File: src/rtl/cfl_pkg.sv
package cfl_pkg;
  localparam logic [3:0] CMD_FLUSH    = 4'b1110;
  localparam logic [3:0] CMD_INV_ALL  = 4'b0110;
  localparam logic [3:0] CMD_INV_LINE = 4'b0010;

  typedef enum logic [1:0] {
    ST_IDLE = 2'd0,
    ST_REQ  = 2'd1,
    ST_WAIT = 2'd2
  } cfl_state_e;
endpackage

File: src/rtl/cfl_line_store.sv
module cfl_line_store #(
  parameter int LINES  = 8,
  parameter int TAG_W  = 8,
  parameter int DATA_W = 32,
  parameter int IDX_W  = $clog2(LINES)
) (
  input  logic              clk,
  input  logic              rst_n,
  input  logic              fill_en,
  input  logic [IDX_W-1:0]  fill_idx,
  input  logic [TAG_W-1:0]  fill_tag,
  input  logic [DATA_W-1:0] fill_data,
  input  logic              fill_valid,
  input  logic              fill_dirty,
  input  logic              fill_lock,
  input  logic              clr_one,
  input  logic              clr_all,
  input  logic [IDX_W-1:0]  cmd_idx,
  output logic              cmd_valid,
  output logic              cmd_dirty,
  output logic              cmd_lock,
  output logic [TAG_W-1:0]  cmd_tag,
  output logic [DATA_W-1:0] cmd_data,
  input  logic [IDX_W-1:0]  rd_idx,
  output logic              rd_valid,
  output logic              rd_dirty,
  output logic              rd_lock,
  output logic [TAG_W-1:0]  rd_tag,
  output logic [DATA_W-1:0] rd_data
);
  logic [LINES-1:0]  vld_q;
  logic [LINES-1:0]  dty_q;
  logic [LINES-1:0]  lck_q;
  logic [TAG_W-1:0]  tag_q [LINES];
  logic [DATA_W-1:0] dat_q [LINES];

  always_ff @(posedge clk) begin
    if (!rst_n) begin
      vld_q <= '0;
      dty_q <= '0;
      lck_q <= '0;
      for (int i = 0; i < LINES; i++) begin
        tag_q[i] <= '0;
        dat_q[i] <= '0;
      end
    end else begin
      if (fill_en) begin
        vld_q[fill_idx] <= fill_valid;
        dty_q[fill_idx] <= fill_dirty;
        lck_q[fill_idx] <= fill_lock;
        tag_q[fill_idx] <= fill_tag;
        dat_q[fill_idx] <= fill_data;
      end
      if (clr_all) begin
        vld_q <= '0;
        dty_q <= '0;
      end
      if (clr_one) begin
        vld_q[cmd_idx] <= 1'b0;
        dty_q[cmd_idx] <= 1'b0;
      end
    end
  end

  assign cmd_valid = vld_q[cmd_idx];
  assign cmd_dirty = dty_q[cmd_idx];
  assign cmd_lock  = lck_q[cmd_idx];
  assign cmd_tag   = tag_q[cmd_idx];
  assign cmd_data  = dat_q[cmd_idx];

  assign rd_valid = vld_q[rd_idx];
  assign rd_dirty = dty_q[rd_idx];
  assign rd_lock  = lck_q[rd_idx];
  assign rd_tag   = tag_q[rd_idx];
  assign rd_data  = dat_q[rd_idx];
endmodule

File: src/rtl/cfl_copyback.sv
module cfl_copyback #(
  parameter int ADDR_W = 11,
  parameter int DATA_W = 32
) (
  input  logic              clk,
  input  logic              rst_n,
  input  logic              load,
  input  logic [ADDR_W-1:0] in_addr,
  input  logic [DATA_W-1:0] in_data,
  output logic [ADDR_W-1:0] buf_addr,
  output logic [DATA_W-1:0] buf_data
);
  always_ff @(posedge clk) begin
    if (!rst_n) begin
      buf_addr <= '0;
      buf_data <= '0;
    end else if (load) begin
      buf_addr <= in_addr;
      buf_data <= in_data;
    end
  end
endmodule

File: src/rtl/cfl_seq.sv
module cfl_seq
  import cfl_pkg::*;
#(
  parameter int TAG_W = 8
) (
  input  logic             clk,
  input  logic             rst_n,
  input  logic             csr_wr,
  input  logic [3:0]       csr_cmd,
  input  logic             csr_clr_err,
  input  logic [TAG_W-1:0] csr_tag,
  input  logic             line_valid,
  input  logic             line_dirty,
  input  logic             line_lock,
  input  logic [TAG_W-1:0] line_tag,
  input  logic             mem_req_ready,
  input  logic             mem_rsp_valid,
  input  logic             mem_rsp_err,
  output logic             clr_one,
  output logic             clr_all,
  output logic             cb_load,
  output logic             busy,
  output logic             req_valid,
  output logic             err_sticky,
  output logic             mchk
);
  cfl_state_e state_q, state_n;
  logic accept, open_line, do_flush, do_inv_line, rsp_take, err_n;

  assign accept      = csr_wr && (state_q == ST_IDLE);
  assign open_line   = line_valid && !line_lock;
  assign do_flush    = accept && (csr_cmd == CMD_FLUSH) && open_line;
  assign do_inv_line = accept && (csr_cmd == CMD_INV_LINE) && open_line
                       && (line_tag == csr_tag);
  assign rsp_take    = (state_q == ST_WAIT) && mem_rsp_valid;

  assign cb_load = do_flush && line_dirty;
  assign clr_one = do_flush || do_inv_line;
  assign clr_all = accept && (csr_cmd == CMD_INV_ALL);

  always_comb begin
    state_n = state_q;
    unique case (state_q)
      ST_IDLE: if (cb_load) state_n = ST_REQ;
      ST_REQ:  if (mem_req_ready) state_n = ST_WAIT;
      ST_WAIT: if (mem_rsp_valid) state_n = ST_IDLE;
      default: state_n = ST_IDLE;
    endcase
  end

  always_comb begin
    err_n = err_sticky;
    if (csr_wr && csr_clr_err) err_n = 1'b0;
    if (rsp_take && mem_rsp_err) err_n = 1'b1;
  end

  always_ff @(posedge clk) begin
    if (!rst_n) begin
      state_q    <= ST_IDLE;
      err_sticky <= 1'b0;
      mchk       <= 1'b0;
    end else begin
      state_q    <= state_n;
      err_sticky <= err_n;
      mchk       <= rsp_take && mem_rsp_err;
    end
  end

  assign busy      = (state_q != ST_IDLE);
  assign req_valid = (state_q == ST_REQ);
endmodule

File: src/rtl/cache_flush_ctrl.sv
module cache_flush_ctrl #(
  parameter int LINES  = 8,
  parameter int TAG_W  = 8,
  parameter int DATA_W = 32,
  localparam int IDX_W  = $clog2(LINES),
  localparam int ADDR_W = TAG_W + IDX_W
) (
  input  logic              clk,
  input  logic              rst_n,
  input  logic              csr_wr,
  input  logic [3:0]        csr_cmd,
  input  logic              csr_clr_err,
  input  logic [IDX_W-1:0]  csr_idx,
  input  logic [TAG_W-1:0]  csr_tag,
  input  logic              fill_en,
  input  logic [IDX_W-1:0]  fill_idx,
  input  logic [TAG_W-1:0]  fill_tag,
  input  logic [DATA_W-1:0] fill_data,
  input  logic              fill_valid,
  input  logic              fill_dirty,
  input  logic              fill_lock,
  input  logic [IDX_W-1:0]  rd_idx,
  output logic              rd_valid,
  output logic              rd_dirty,
  output logic              rd_lock,
  output logic [TAG_W-1:0]  rd_tag,
  output logic [DATA_W-1:0] rd_data,
  output logic              busy,
  output logic              err_sticky,
  output logic              mchk,
  output logic [ADDR_W-1:0] cb_addr,
  output logic [DATA_W-1:0] cb_data,
  output logic              mem_req_valid,
  input  logic              mem_req_ready,
  output logic [ADDR_W-1:0] mem_req_addr,
  output logic [DATA_W-1:0] mem_req_data,
  input  logic              mem_rsp_valid,
  input  logic              mem_rsp_err
);
  logic              clr_one, clr_all, cb_load;
  logic              ln_valid, ln_dirty, ln_lock;
  logic [TAG_W-1:0]  ln_tag;
  logic [DATA_W-1:0] ln_data;

  cfl_line_store #(.LINES(LINES), .TAG_W(TAG_W), .DATA_W(DATA_W), .IDX_W(IDX_W)) u_store (
    .clk(clk), .rst_n(rst_n),
    .fill_en(fill_en), .fill_idx(fill_idx), .fill_tag(fill_tag), .fill_data(fill_data),
    .fill_valid(fill_valid), .fill_dirty(fill_dirty), .fill_lock(fill_lock),
    .clr_one(clr_one), .clr_all(clr_all), .cmd_idx(csr_idx),
    .cmd_valid(ln_valid), .cmd_dirty(ln_dirty), .cmd_lock(ln_lock),
    .cmd_tag(ln_tag), .cmd_data(ln_data),
    .rd_idx(rd_idx), .rd_valid(rd_valid), .rd_dirty(rd_dirty), .rd_lock(rd_lock),
    .rd_tag(rd_tag), .rd_data(rd_data)
  );

  cfl_copyback #(.ADDR_W(ADDR_W), .DATA_W(DATA_W)) u_cb (
    .clk(clk), .rst_n(rst_n), .load(cb_load),
    .in_addr({ln_tag, csr_idx}), .in_data(ln_data),
    .buf_addr(cb_addr), .buf_data(cb_data)
  );

  cfl_seq #(.TAG_W(TAG_W)) u_seq (
    .clk(clk), .rst_n(rst_n),
    .csr_wr(csr_wr), .csr_cmd(csr_cmd), .csr_clr_err(csr_clr_err), .csr_tag(csr_tag),
    .line_valid(ln_valid), .line_dirty(ln_dirty), .line_lock(ln_lock), .line_tag(ln_tag),
    .mem_req_ready(mem_req_ready), .mem_rsp_valid(mem_rsp_valid), .mem_rsp_err(mem_rsp_err),
    .clr_one(clr_one), .clr_all(clr_all), .cb_load(cb_load),
    .busy(busy), .req_valid(mem_req_valid), .err_sticky(err_sticky), .mchk(mchk)
  );

  assign mem_req_addr = cb_addr;
  assign mem_req_data = cb_data;
endmodule

File: config.mk
export PLATFORM = sky130hd
export DESIGN_NAME = cache_flush_ctrl
export DESIGN_NICKNAME = d
export VERILOG_FILES = /design/src/rtl/cfl_pkg.sv /design/src/rtl/cfl_line_store.sv /design/src/rtl/cfl_copyback.sv /design/src/rtl/cfl_seq.sv /design/src/rtl/cache_flush_ctrl.sv
export SDC_FILE = /design/constraint.sdc
export NUM_CORES = 1
export LEC_CHECK = 0
export CAP_MARGIN = 10
export CORE_MARGIN = 2
export CORE_UTILIZATION = 64
export CTS_CLUSTER_SIZE = 16
export DETAILED_ROUTE_END_ITERATION = 16
export DONT_BUFFER_PORTS = 1
export HOLD_SLACK_MARGIN = 0.05
export PLACE_DENSITY = 0.84
export SKIP_LAST_GASP = 1
export SYNTH_ARGS = -nofsm -noshare
export SYNTH_HDL_FRONTEND = slang
export SYNTH_SLANG_ARGS = --single-unit
File: constraint.sdc
create_clock -name clk -period 3.22 [get_ports clk]
set_clock_uncertainty 0.15 [all_clocks]
set_input_delay 0.322 -clock clk [delete_from_list [all_inputs] [get_ports clk]]
set_output_delay 0.322 -clock clk [all_outputs]
set_load 0.01 [all_outputs]
Word-level counts from Yosys, hierarchy flattened --
Memory sizes are Yosys's and may differ from the RTL's. A register that Yosys moved wholly into a read port is not among the register bits. Cells that the tools add are included.
Storage, ports and cells: register bits 39, RAM bits 320, input port bits 72, output and inout port bits 133, logic and storage cells 92, memories 2
Memory list:
- u_store.dat_q | words 8, bits a word 32, rd ports 2, clocked after Yosys merged registers in 1, write ports 8, RTL line cfl_line_store.sv:35 | logic [DATA_W-1:0] dat_q [LINES];
- u_store.tag_q | words 8, bits a word 8, rd ports 2, clocked after Yosys merged registers in 0, write ports 8, RTL line cfl_line_store.sv:34 | logic [TAG_W-1:0] tag_q [LINES];
Cells by class: $lt $le $gt $ge 5, eq/ne operators 9, muxes and demuxes 43, bitwise gates (word level) 3, reduce and logical (&&, ||, !) cells 23
Operators with widths (count):
- $mux W8 | 9
- $mux W32 | 1
- $reduce_or A32 Y1 | 1
- $bwmux W8 | 3
- $bmux W1 S3 | 6
- $and A8 B8 Y8 | 2
- $mux W1 | 16
- $logic_and A1 B1 Y1 | 14
- $lt A3 B4 Y1 const B | 3
- $eq A8 B8 Y1 | 1
- $not A8 Y8 | 1
- $reduce_or A8 Y1 | 1
- $demux W1 S3 | 2
- $ge A3 B1 Y1 const B | 2
- $mux W2 | 3
- $mux W3 | 2
- $pmux W2 S3 | 1
- $eq A4 B2 Y1 const B | 1
- $eq A4 B3 Y1 const B | 1
- $eq A4 B4 Y1 const B | 1
- $ne A2 B2 Y1 const B | 2
- $reduce_bool A2 Y1 | 2
- $reduce_and A3 Y1 | 1
- $eq A2 B1 Y1 const B | 1
- other kinds (5) | 6

Logic depth before layout (Yosys ltp) --
word-level depth 10, depth in mapped cells 11, depth with buffers taken out 6

Cells and area by module --
From an unflattened synthesis, not the netlist that was laid out.
Second synthesis, totals: cells, all modules 1491, area total of the unflattened synthesis 20747.4 µm²
By module, submodules not included:
- cfl_line_store | times used 1, cells an instance 1277, area an instance 18466.5 µm², seq. area each 10089.7 µm²
- cfl_copyback | times used 1, cells an instance 138, area an instance 1666.6 µm², seq. area each 860.8 µm²
- cache_flush_ctrl | times used 1, cells an instance 43, area an instance 322.8 µm², seq. area each 0.0 µm²
- cfl_seq | times used 1, cells an instance 33, area an instance 291.5 µm², seq. area each 80.1 µm²

Least setup slack after synthesis --
OpenSTA, ideal clock, no wires.
kind in2out, from input port rd_idx[0], to output port rd_data[0], arrival 2.322 ns, required time 2.748 ns, setup slack 0.426 ns, stages 5, path buffers 3, cells stage by stage clkbuf_1 > clkbuf_1 > buf_1 > mux4_2 > mux2_2
On the way: word-level cells in the longest chain between the ends 1
RTL lines:
- from (decl) | RTL line cache_flush_ctrl.sv:22 | input logic [IDX_W-1:0] rd_idx,
- $mem_v2 Z8 W32
- to (decl) | RTL line cache_flush_ctrl.sv:27 | output logic [DATA_W-1:0] rd_data,
No other way between the ends.

Worst setup path in the final report --
from input port csr_idx[0], to register u_store.vld_q[7]
On the way: word-level cells in the longest chain between the ends 8, elaborated cells between the ends (all ways) 20, classes of those cells 2 x order compare; 1 x eq/ne; 7 x mux; 2 x bitwise; 7 x reduce/logical; 1 x memory
RTL lines:
- from (decl) | RTL line cache_flush_ctrl.sv:13 | input logic [IDX_W-1:0] csr_idx,
- parallel branches: the longest is 7 deep, another holds $lt A3 B4 Y1
- $mux W8 (*) | RTL line cfl_line_store.sv:58 | if (clr_one) begin
- to (signal, indexed assignment) | RTL line cfl_line_store.sv:48 | vld_q[fill_idx] <= fill_valid;
- to (decl) | RTL line cfl_line_store.sv:31 | logic [LINES-1:0] vld_q;
Mark *: on every way between the ends. The select of a mux whose other input is x is not followed. A chain may end at the register's enable or synchronous reset.

==> impl_metrics.csv <==
group,metric,value,unit
hold_path,hp-class,"in2reg",
finish,final_nets,1526,
synth,ys_types,58,
synth,postSynthCellCount,1479,
clocking,root_buffer,"clkbuf_16",
floorplanning,dieArea,33180,µm²
clocking,insertion_delay,0.55,ns
synth,syn-num-nets,1551,
setup_path,setup.worst_path.class,"in2reg",
placement,dp_hpwl,30860,µm
placement,post-place-ws,0.5756,ns
pwr,report.power.total,11.57,mW
synth,synth_flop_cell,"edfxtp_1",
route,wl_per_cell,30.87,µm
setup_path,cp_max_fo,45,
route,via_count,13560,
synth,netlist.area_leader.share,47.31,%
synth,async_flop_share,0,%
sta,setup_ws,0.09324,ns
synth,synth_seq_cells,391,
synth,yosys_warnings,0,
floorplanning,pin_count,205,
placement,place_area,20410,µm²
finish,drive_above_1_share,21.40,%
global_route,gr-usage-all-layers,34.74,%
setup_path,cp.required,3.50,ns
global_route,grt_max_degree,98,
run,maxCapViolCount,0,
finish,finalInstanceArea,22320,µm²
setup_path,cp-end-kind,"flop",
setup_path,critPathMaxStageDelay,0.77,ns
synth,synth_top_area_cell,"edfxtp_1",
floorplanning,rows,65,
global_route,antenna_found_initial,2,
sta,holdWs,0.06580,ns
global_route,overflow,0,
synth,synth.most_common_cell,"and2_1",
synth,avgSynthCellArea,13.73,µm²
route,dr.pass1.iters,6,
outcome,status,"completed",
finish,postLayoutCoreUtil,71.11,%
sta,report.final.slew_viol_count,0,
setup_path,path_buf_inv,3,
sta,period_share,97.10,%
finish,fillers,2031,
placement,gp_congestion,0.9224,
placement,placed_cells,1749,
sta,worstMarginPinSlew,1.247,ns
floorplanning,initial_core_util,64.70,%
synth,synth_area,20310,µm²
pwr,power_density,518.5,nW/µm²
global_route,grt_pass1_wl,84690,µm
route,via_per_inst,7.170,
route,dr.first_iter.drc_count,1954,
synth,synth_area_leaders,"edfxtp_1, mux4_2, and2_1",
pwr,peakVddDrop,0.3991,mV
pwr,p_leak,7.927,nW
floorplanning,die-height,182.1,µm
clocking,cts.clk_slew.worst_paths,0.06,ns
sta,relSlewSlack,16.26,%
setup_path,cp.arrival,3.40,ns
clocking,cts_buffers,41,
placement,io_buffers,0,
route,finalWirelength,58380,µm
sta,hold_violations,0,
sta,min_period,3.127,ns
floorplanning,core_area,31390,µm²
sta,setup_viol,0,
route,ant_nets,0,
finish,areaGrowthSynthToFinish,9.906,%
clocking,clockBufferDepth,3,
setup_path,r2r_slack,0.29,ns
synth,synth_enable_flop_cells,320,
floorplanning,die_x,182.1,µm
setup_path,path_cells,"dlygate4sd3_1 > buf_12 > inv_2 > mux2_2 > and3_1 > nand4_1 > or4_4 > o41a_1",
clocking,htree_levels,2,
finish,stdcell_count,1891,
synth,synth_commonest_cells,"and2_1, edfxtp_1, mux4_2",
setup_path,slowest_stage,"dlygate4sd3_1",
sta,rsz0062_at_grt,"false",
global_route,first_global_vias,13590,
clocking,cts_tree,"yes",
setup_path,critPathTopFamily,"buffers and inverters",
sta,clock.fmax,319.8,MHz
clocking,cts_sinks,391,
setup_path,cp-start-kind,"input pin",
synth,seq_area_frac_synth,54.31,%
sta,tns,0,ns
route,drt_drc_violations_left,0,
layer usage:
| layer | vias to the layer above | track usage (%) | wire, µm |
|---|---|---|---|
| met5 | - | 0 | 13 |
| met4 | 2 | 15.23 | 2749 |
| met3 | 234 | 9.898 | 8236 |
| met2 | 1098 | 55.68 | 27500 |
| met1 | 6697 | 44.76 | 19880 |
| li1 | 5527 | - | - |
power breakdown:
group / total [mW] / switching (mW) / internal (mW) / leakage, nW
registers: 5.92 / 0.158 / 5.76 / 3.67
logic: 1.23 / 0.635 / 0.591 / 3.65
clock network: 4.43 / 2.01 / 2.42 / 0.606
path summary, 6_finish.rpt:
kind,endpoint,start,cells after the start
worst max-delay path,u_store.vld_q[7]$_SDFF_PN0_,csr_idx[0],8
worst min-delay path,u_store.vld_q[2]$_SDFF_PN0_,csr_idx[2],3
worst max register to register,u_cb.buf_data[3]$_SDFFE_PN0P_,u_seq.state_q[1]$_SDFFE_PN0P_,8
worst min register to register,u_store.lck_q[2]$_SDFFE_PN0P_,u_store.lck_q[2]$_SDFFE_PN0P_,1
cells in the final DEF (no fill, tap or decap), types with 4 or more instances in the layout:
| master | n |
|---|---|
| dlygate4sd3_1 | 56 |
| nand2b_1 | 6 |
| and2_1 | 321 |
| xor2_1 | 4 |
| mux2i_1 | 51 |
| a22oi_1 | 12 |
| a22o_1 | 4 |
| nand3_1 | 9 |
| a21oi_1 | 28 |
| mux2_2 | 61 |
| nor2b_1 | 11 |
| o21ai_0 | 10 |
| buf_12 | 13 |
| dfxtp_1 | 71 |
| a211oi_1 | 24 |
| nor2_4 | 6 |
| nand2_1 | 51 |
| clkinv_1 | 11 |
| a221oi_1 | 13 |
| o221ai_1 | 6 |
| mux4_2 | 134 |
| a32o_1 | 8 |
| buf_4 | 25 |
| edfxtp_1 | 320 |
| nor2_1 | 66 |
| clkinv_2 | 9 |
| inv_1 | 5 |
| clkbuf_16 | 41 |
| nand2_2 | 8 |
| o41a_1 | 14 |
| mux2_1 | 5 |
| a311oi_1 | 13 |
| o22ai_1 | 4 |
| o211a_1 | 7 |
| clkbuf_1 | 5 |
what timing repair did:
action	in CTS	in global routing
buffers inserted	0	4
resized for setup	0	0
endpoints found under the hold margin	405	0
endpoints found under the setup margin	0	1
hold buffers	59	0
cell families (layout without fill, tap and decap cells):
kind of cell              after synthesis  count (layout)  share of synthesized area [%]
and+or+nand+nor                       495             495                          13.61
DFF                                   391             391                          54.31
muxes                                 252             252                          21.16
buffers and inverters                 170             176                          4.288
AOI/OAI and AO/OA                     165             166                          6.376
xor gates and xnor gates                6               6                         0.2587
other                                   0               3                              0
cell type report:
cell class / instances / area [µm²] / share of cell area (%)
diodes: 3 / 7.507 / 0.03363
well taps: 402 / 503.0 / 2.253
flip-flops and latches: 391 / 11030 / 49.41
clock inverters: 26 / 155.1 / 0.6950
clock buffers: 49 / 1086 / 4.865
multi-input cells: 919 / 8506 / 38.10
inverters: 7 / 26.28 / 0.1177
repair buffers: 94 / 1008 / 4.518
flip-flops by register name, indices dropped and copies added, names as in the netlist:
name / count
u_store.dty_q: 8
u_seq.err_sticky: 1
u_seq.state_q: 2
u_store.vld_q: 8
u_store.lck_q: 8
u_seq.mchk: 1
u_store.dat_q: 256
u_store.tag_q: 64
u_cb.buf_data: 32
u_cb.buf_addr: 11
tightest hold or removal path, cell delays in order:
cell	delay, ns
o21ai_0	0.20
a21oi_1	0.09
o41a_1	0.11
(Power assumes the default switching activity.)
